<file path="src/rtl/msu_pkg.sv">
package msu_pkg;
    localparam int LINE_W = 4;
    localparam int CTL_W  = 5;
    localparam int STAT_W = 2 * LINE_W;

    // line nibble positions (also change-bit positions)
    localparam int LN_CTS = 0;
    localparam int LN_DSR = 1;
    localparam int LN_RI  = 2;
    localparam int LN_DCD = 3;

    // control bit positions
    localparam int CB_DTR  = 0;
    localparam int CB_RTS  = 1;
    localparam int CB_OUT1 = 2;
    localparam int CB_OUT2 = 3;
    localparam int CB_LOOP = 4;

    localparam logic [CTL_W-1:0] CTL_RST = 5'b01000;

    typedef enum logic {TRK_PRIME, TRK_RUN} trk_state_e;
    typedef enum logic {MODE_PINS, MODE_LOOP} mode_e;
endpackage

</file>
<file path="src/rtl/msu_ctl_reg.sv">
module msu_ctl_reg
    import msu_pkg::*;
#(
    parameter int BUS_W = 8
) (
    input  logic              clk,
    input  logic              rst_n,
    input  logic              wr_en,
    input  logic [BUS_W-1:0]  wr_data,
    output logic [CTL_W-1:0]  ctl_q,
    output mode_e             mode,
    output logic [CTL_W-2:0]  pins_o
);
    logic [CTL_W-1:0] ctl_d;

    always_comb begin
        ctl_d = ctl_q;
        if (wr_en) ctl_d = wr_data[CTL_W-1:0];
    end

    // state register: the loop bit selects the mode state
    always_ff @(posedge clk or negedge rst_n) begin
        if (!rst_n) ctl_q <= CTL_RST;
        else        ctl_q <= ctl_d;
    end

    always_comb mode = ctl_q[CB_LOOP] ? MODE_LOOP : MODE_PINS;

    // outputs: pins gated by mode
    for (genvar i = 0; i < CTL_W - 1; i++) begin : g_pin
        always_comb begin
            unique case (mode)
                MODE_PINS: pins_o[i] = ctl_q[i];
                MODE_LOOP: pins_o[i] = 1'b0;
            endcase
        end
    end
endmodule

</file>
<file path="src/rtl/msu_line_sel.sv">
module msu_line_sel
    import msu_pkg::*;
(
    input  mode_e              mode,
    input  logic [CTL_W-1:0]   ctl_q,
    input  logic [LINE_W-1:0]  ext_lines,
    output logic [LINE_W-1:0]  line_sel
);
    logic [LINE_W-1:0] loop_lines;

    always_comb begin
        loop_lines          = '0;
        loop_lines[LN_DCD]  = ctl_q[CB_OUT2];
        loop_lines[LN_RI]   = ctl_q[CB_OUT1];
        loop_lines[LN_DSR]  = ctl_q[CB_DTR];
        loop_lines[LN_CTS]  = ctl_q[CB_RTS];
    end

    always_comb begin
        unique case (mode)
            MODE_PINS: line_sel = ext_lines;
            MODE_LOOP: line_sel = loop_lines;
        endcase
    end
endmodule

</file>
<file path="src/rtl/msu_delta_trk.sv">
module msu_delta_trk
    import msu_pkg::*;
(
    input  logic               clk,
    input  logic               rst_n,
    input  logic [LINE_W-1:0]  line_sel,
    input  logic               rd_clr,
    output logic [LINE_W-1:0]  line_q,
    output logic [LINE_W-1:0]  delta_q
);
    trk_state_e        state_q, state_d;
    logic [LINE_W-1:0] raise;
    logic [LINE_W-1:0] delta_d;

    always_ff @(posedge clk or negedge rst_n) begin
        if (!rst_n) begin
            state_q <= TRK_PRIME;
            line_q  <= '0;
            delta_q <= '0;
        end else begin
            state_q <= state_d;
            line_q  <= line_sel;
            delta_q <= delta_d;
        end
    end

    always_comb begin
        raise        = line_q ^ line_sel;
        raise[LN_RI] = line_q[LN_RI] & ~line_sel[LN_RI];
    end

    always_comb begin
        state_d = state_q;
        delta_d = rd_clr ? '0 : delta_q;
        unique case (state_q)
            TRK_PRIME: state_d = TRK_RUN;
            TRK_RUN:   delta_d = delta_d | raise;
        endcase
    end
endmodule

</file>
<file path="src/rtl/modem_line_unit.sv">
module modem_line_unit
    import msu_pkg::*;
#(
    parameter int BUS_W = 8
) (
    input  logic              clk,
    input  logic              rst_n,
    input  logic              ctl_wr_en,
    input  logic [BUS_W-1:0]  ctl_wr_data,
    output logic [BUS_W-1:0]  ctl_rd_data,
    input  logic              stat_rd_en,
    output logic [BUS_W-1:0]  stat_rd_data,
    input  logic              cts_in,
    input  logic              dsr_in,
    input  logic              dcd_in,
    input  logic              ri_in,
    output logic              rts_out,
    output logic              dtr_out,
    output logic              out1_out,
    output logic              out2_out,
    output logic              modem_irq
);
    logic [CTL_W-1:0]  ctl_q;
    mode_e             mode;
    logic [CTL_W-2:0]  pins;
    logic [LINE_W-1:0] ext_lines, line_sel, line_q, delta_q;

    always_comb begin
        ext_lines         = '0;
        ext_lines[LN_CTS] = cts_in;
        ext_lines[LN_DSR] = dsr_in;
        ext_lines[LN_RI]  = ri_in;
        ext_lines[LN_DCD] = dcd_in;
    end

    msu_ctl_reg #(.BUS_W(BUS_W)) u_ctl (
        .clk(clk), .rst_n(rst_n), .wr_en(ctl_wr_en), .wr_data(ctl_wr_data),
        .ctl_q(ctl_q), .mode(mode), .pins_o(pins)
    );

    msu_line_sel u_sel (
        .mode(mode), .ctl_q(ctl_q), .ext_lines(ext_lines), .line_sel(line_sel)
    );

    msu_delta_trk u_trk (
        .clk(clk), .rst_n(rst_n), .line_sel(line_sel), .rd_clr(stat_rd_en),
        .line_q(line_q), .delta_q(delta_q)
    );

    assign dtr_out      = pins[CB_DTR];
    assign rts_out      = pins[CB_RTS];
    assign out1_out     = pins[CB_OUT1];
    assign out2_out     = pins[CB_OUT2];
    assign ctl_rd_data  = BUS_W'(ctl_q);
    assign stat_rd_data = BUS_W'({line_q, delta_q});
    assign modem_irq    = |delta_q;
endmodule

</file>
<file path="config.mk">
export PLATFORM = sky130hd
export DESIGN_NAME = modem_line_unit
export DESIGN_NICKNAME = d
export VERILOG_FILES = /design/src/rtl/msu_pkg.sv /design/src/rtl/msu_ctl_reg.sv /design/src/rtl/msu_line_sel.sv /design/src/rtl/msu_delta_trk.sv /design/src/rtl/modem_line_unit.sv
export SDC_FILE = /design/constraint.sdc
export NUM_CORES = 1
export LEC_CHECK = 0
export BUFFER_PORTS_ARGS = -buffer_cell sky130_fd_sc_hd__buf_2
export CORE_UTILIZATION = 35
export CTS_BUF_LIST = sky130_fd_sc_hd__clkbuf_4 sky130_fd_sc_hd__clkbuf_8 sky130_fd_sc_hd__clkbuf_16
export DETAILED_ROUTE_END_ITERATION = 12
export GPL_TIMING_DRIVEN = 0
export PLACE_DENSITY = 0.72
export SYNTH_ARGS = -nofsm -noshare
export SYNTH_HDL_FRONTEND = slang
export SYNTH_SLANG_ARGS = --single-unit
</file>
<file path="constraint.sdc">
create_clock -name clk -period 1.52 [get_ports clk]
set_clock_uncertainty 0.2 [all_clocks]
set_input_delay 0.152 -clock clk [delete_from_list [all_inputs] [get_ports clk]]
set_output_delay 0.152 -clock clk [all_outputs]
set_load 0.01 [all_outputs]
</file>
## Word level (Yosys, flattened, before mapping)

Index checks and enable logic that the tools add are counted.

- Register bits: 14
- Latch bits: 0
- RAM bits: 0
- Memory bits (read-only): 0
- Input bits: 16
- Output and inout bits: 21
- Logic and storage cells: 18
- Memories kept: 0

- $add $sub $neg: 0
- $mul: 0
- Divide/modulo/power cells: 0
- $lt $le $gt $ge: 0
- Equality and inequality tests: 0
- Shifts and indexed selects: 0
- Muxes and demuxes: 8
- Bitwise logic cells: 5
- Reductions and logical operators: 1

Operator list:

| operator | count |
|---|---|
| 4-bit 2-to-1 mux | 2 |
| 1-bit case mux with 2 select lines | 4 |
| 4-bit case mux with 2 select lines | 1 |
| 4-bit bitwise OR | 1 |
| 4-bit OR reduction | 1 |
| 4-bit bitwise XOR | 1 |
| 1-bit inverter | 2 |
| 1-bit bitwise AND | 1 |
| 1-bit 2-to-1 mux | 1 |

## Logic depth before layout (Yosys ltp)

- Word-level depth: 7
- Mapped depth: 4
- Gate-level depth less buffers: 3

## Cells and area by module

A second synthesis with hierarchy kept.

- Cell total of the unflattened synthesis: 43
- Area, all modules: 591.8 um2

By module, submodules not included:

| module | instances | cells each | area an instance (um2) | sequential area each (um2) |
|---|---|---|---|---|
| msu_delta_trk | 1 | 19 | 297.8 | 225.2 |
| msu_ctl_reg | 1 | 15 | 215.2 | 126.4 |
| msu_line_sel | 1 | 4 | 45.0 | 0.0 |
| modem_line_unit | 1 | 5 | 33.8 | 0.0 |

## Least setup slack after synthesis

OpenSTA, ideal clock, no wires.

- Kind: flip-flop to output port
- From: register u_trk.delta_q[0]
- To: output modem_irq
- Arrival time: 0.980 ns
- Data required time: 1.168 ns
- Setup slack: 0.188 ns
- Stages on the path, launching flop included: 2
- Path buffers: 0
- Cells stage by stage: dfrtp_1 or4_1

- Longest elaborated chain between the ends: 1

Ends and longest elaborated chain:

| element | RTL line | RTL |
|---|---|---|
| start: declaration | msu_delta_trk.sv:9 | `output logic [LINE_W-1:0] delta_q` |
| start signal: assignment | msu_delta_trk.sv:23 | `delta_q <= delta_d;` |
| 4-bit OR reduction | modem_line_unit.sv:56 | `assign modem_irq = \|delta_q;` |
| end: declaration | modem_line_unit.sv:21 | `output logic modem_irq` |

Every way passes these cells.

## Worst setup path after layout

- From: register u_trk.delta_q[3]
- To: output modem_irq

Same word-level chain as after synthesis.

==> impl_results.md <==
* Tmin final at 1.65 ns
* Commonest non-fill, non-tap cells in the layout: buf_2, dfrtp_1, dlygate4sd3_1
* Vias in the first global route at 520
* Clk slew on worst S/H paths at 0.08 ns
* Hold Crit Endpoint: u_ctl.ctl_q[0]$_DFFE_PN0P_
* Hold Fails Final Rpt at 0
* Die footprint at 2010 µm²
* Global-route wire length before repair at 2.24 mm
* Final WS setup at -0.127 ns
* Root Buffer: clkbuf_4
* Worst hold stages at 2
* Post-Layout Cell Count at 127
* Crit. End Element: output port
* Min-delay src: ctl_wr_en
* Setup tns final at -0.127 ns
* Core area at 1730 µm²
* Final WL at 1.37 mm
* Reg2Reg Setup Slack at 0.07 ns
* # IOs at 37
* Max-slew violations at 0
* Most common cell after layout, fill and taps aside: buf_2
* CP Data Required Time at 1.17 ns
* Multi-input logic area at 243 µm²
* Clock sinks at 14
* Status: complete, but fails checks
* Row Count at 15
* GRT Resource Usage Total at 0.158
* #FFs+latches synth at 14
* Fillers at 152
* Syn Area/Cell at 12.9 µm²
* Cell-internal power at 0.000722 W
* Seq pwr share at 0.460
* Crit path DAT at 1.29 ns
* TritonCTS clock tree: built
* Largest net degree at the start of global routing at 15
* Initial antenna violation count at 0
* Clock Latency Late Sink at 0.27 ns
* H-tree Lvls at 1
* Post-route ant nets at 0
* Detailed router's first-iteration violation count at 10
* Post-Syn Area at 643 µm²
* # diodes at 0
* Starting density of the core at 0.372
* Worst-path fanout max at 2
* Clock power frac at 0.231
* CTS buffer count at 3
* Die X at 44.9 µm
* Max Fclk at 607 MHz
* Failing checks: negative setup slack
* Combinational fraction of design power at 0.309
* Final setup violation count at 1
* Layout area overhead at 60.5%
* PD cells at 959 nW/µm²
* Vias/cell at 4.33
* Capturing point of the worst reg2reg path: u_trk.delta_q[1]$_DFF_PN0_
* Static leakage at 0.530 nW
* Period utilization at 1.08
* Total gr overflow at 0
* Critical path class: reg2out
* Placed cells at 107
* DR vias at 550
* CP Launch Point: u_trk.delta_q[3]$_DFF_PN0_
* Wire per inst at 10.8 µm
* Register Area at 352 µm²
* Die Y at 44.9 µm
* I/O Buffers at 30
* Maximum VDD drop at 597 µV
* CTS max path bufs at 2
* Switch Pwr at 0.000269 W
* # nets final at 119
* DRT Pass-1 Iters at 3
* Post-DP HPWL at 874 µm
* Synth unique cells at 14
* Post-route DRC violation count at 0
* Sw frac at 0.271
* Yosys Warn Count at 0
* Synth Instances at 50
* CP Launch Type: register
* R2R cell count at 4
* Critical R2R Launch: u_ctl.ctl_q[4]$_DFFE_PN0P_
* Register area share after synthesis at 0.547
* Min-Delay Path Class: in2reg
* Layout cells sized above 1 at 0.569
* Unrepaired setup endpoints after global routing: true
* Max-cap viol count at 0
* Final Wtd Congestion at 0.667
sequential cells by signal (all words and copies together), names as in the netlist:
signal	flops
u_trk.state_q	1
u_trk.line_q	4
u_ctl.ctl_q	5
u_trk.delta_q	4
worst max path at each step:
stage,endpoint,depth (start not counted)
floorplan,modem_irq,1
global placement,modem_irq,2
detailed placement,u_trk.delta_q[1]$_DFF_PN0_,4
CTS,modem_irq,2
global route,modem_irq,2
finish,modem_irq,2
per-stage QoR:
stage	area (µm²)	power [W]	hold WS (ns)	utilization	setup slack, ns
final	1030	0.000990	0.0145	0.598	-0.127
after global routing	1030	0.00106	0.00705	0.598	-0.170
after CTS	995	0.000976	0.00284	0.576	-0.132
after detailed placement	832	0.000700	-0.140	0.482	0.134
after global placement	832	0.000692	-0.144	0.482	0.161
after floorplan	651	0.000599	-0.344	-	0.188
metal layers:
metal | vias up | track usage | part of all wire
li1 | 271 | - | -
met4 | 0 | 0.0727 | 0.0036
met3 | 2 | 0.0400 | 0.067
met1 | 250 | 0.183 | 0.41
met2 | 27 | 0.274 | 0.51
met5 | - | 0 | 0
Yosys cell counts (all sizes together):
cell / number / share of area
mux2: 9 / 0.18
dfrtp: 13 / 0.51
nand3b: 3 / 0.035
o221ai: 3 / 0.041
buf: 5 / 0.064
conb: 2 / 0.012
or4: 1 / 0.012
o2bb2ai: 1 / 0.014
inv: 4 / 0.023
and2b: 4 / 0.054
nand2: 4 / 0.023
dfstp: 1 / 0.041
cell families after synthesis:
kind of cell | after synthesis | share of synthesized area
flops | 14 | 0.547
simple gates | 12 | 0.125
mux | 9 | 0.175
buf+inv | 9 | 0.0875
compound gates | 4 | 0.0545
other cells | 2 | 0.0117
final cells by class:
class	count	area share
flip-flops and latches	14	0.341
repair buffers	46	0.310
multi-input cells	29	0.235
plain buffers	5	0.0400
well taps	25	0.0303
clock buffers	4	0.0291
inverters	4	0.0145
power groups by stage:
stage,clock network [W],registers (W),logic [W]
6_report,0.000229,0.000455,0.000306
5_1_grt,0.000261,0.000462,0.000334
4_1_cts,0.000241,0.000454,0.000281
3_5_place_dp,0,0.000465,0.000235
3_3_place_gp,0,0.000461,0.000230
2_1_floorplan,0,0.000481,0.000117
worst max-delay path, stage by stage, from the launching register on:
cell and delay (ns):
dfrtp_1 0.38, or4_1 0.50, buf_2 0.15
what timing repair did:
action / in CTS / in global routing
hold endpoints to repair: 27 / 0
buffers inserted: 3 / 1
pin swaps: 1 / 0
endpoints found under the setup margin: 1 / 5
cloned: 0 / 1
gates resized for setup: 0 / 4
hold buffers: 11 / 0
Note: power is estimated with default switching activity, not from simulation.
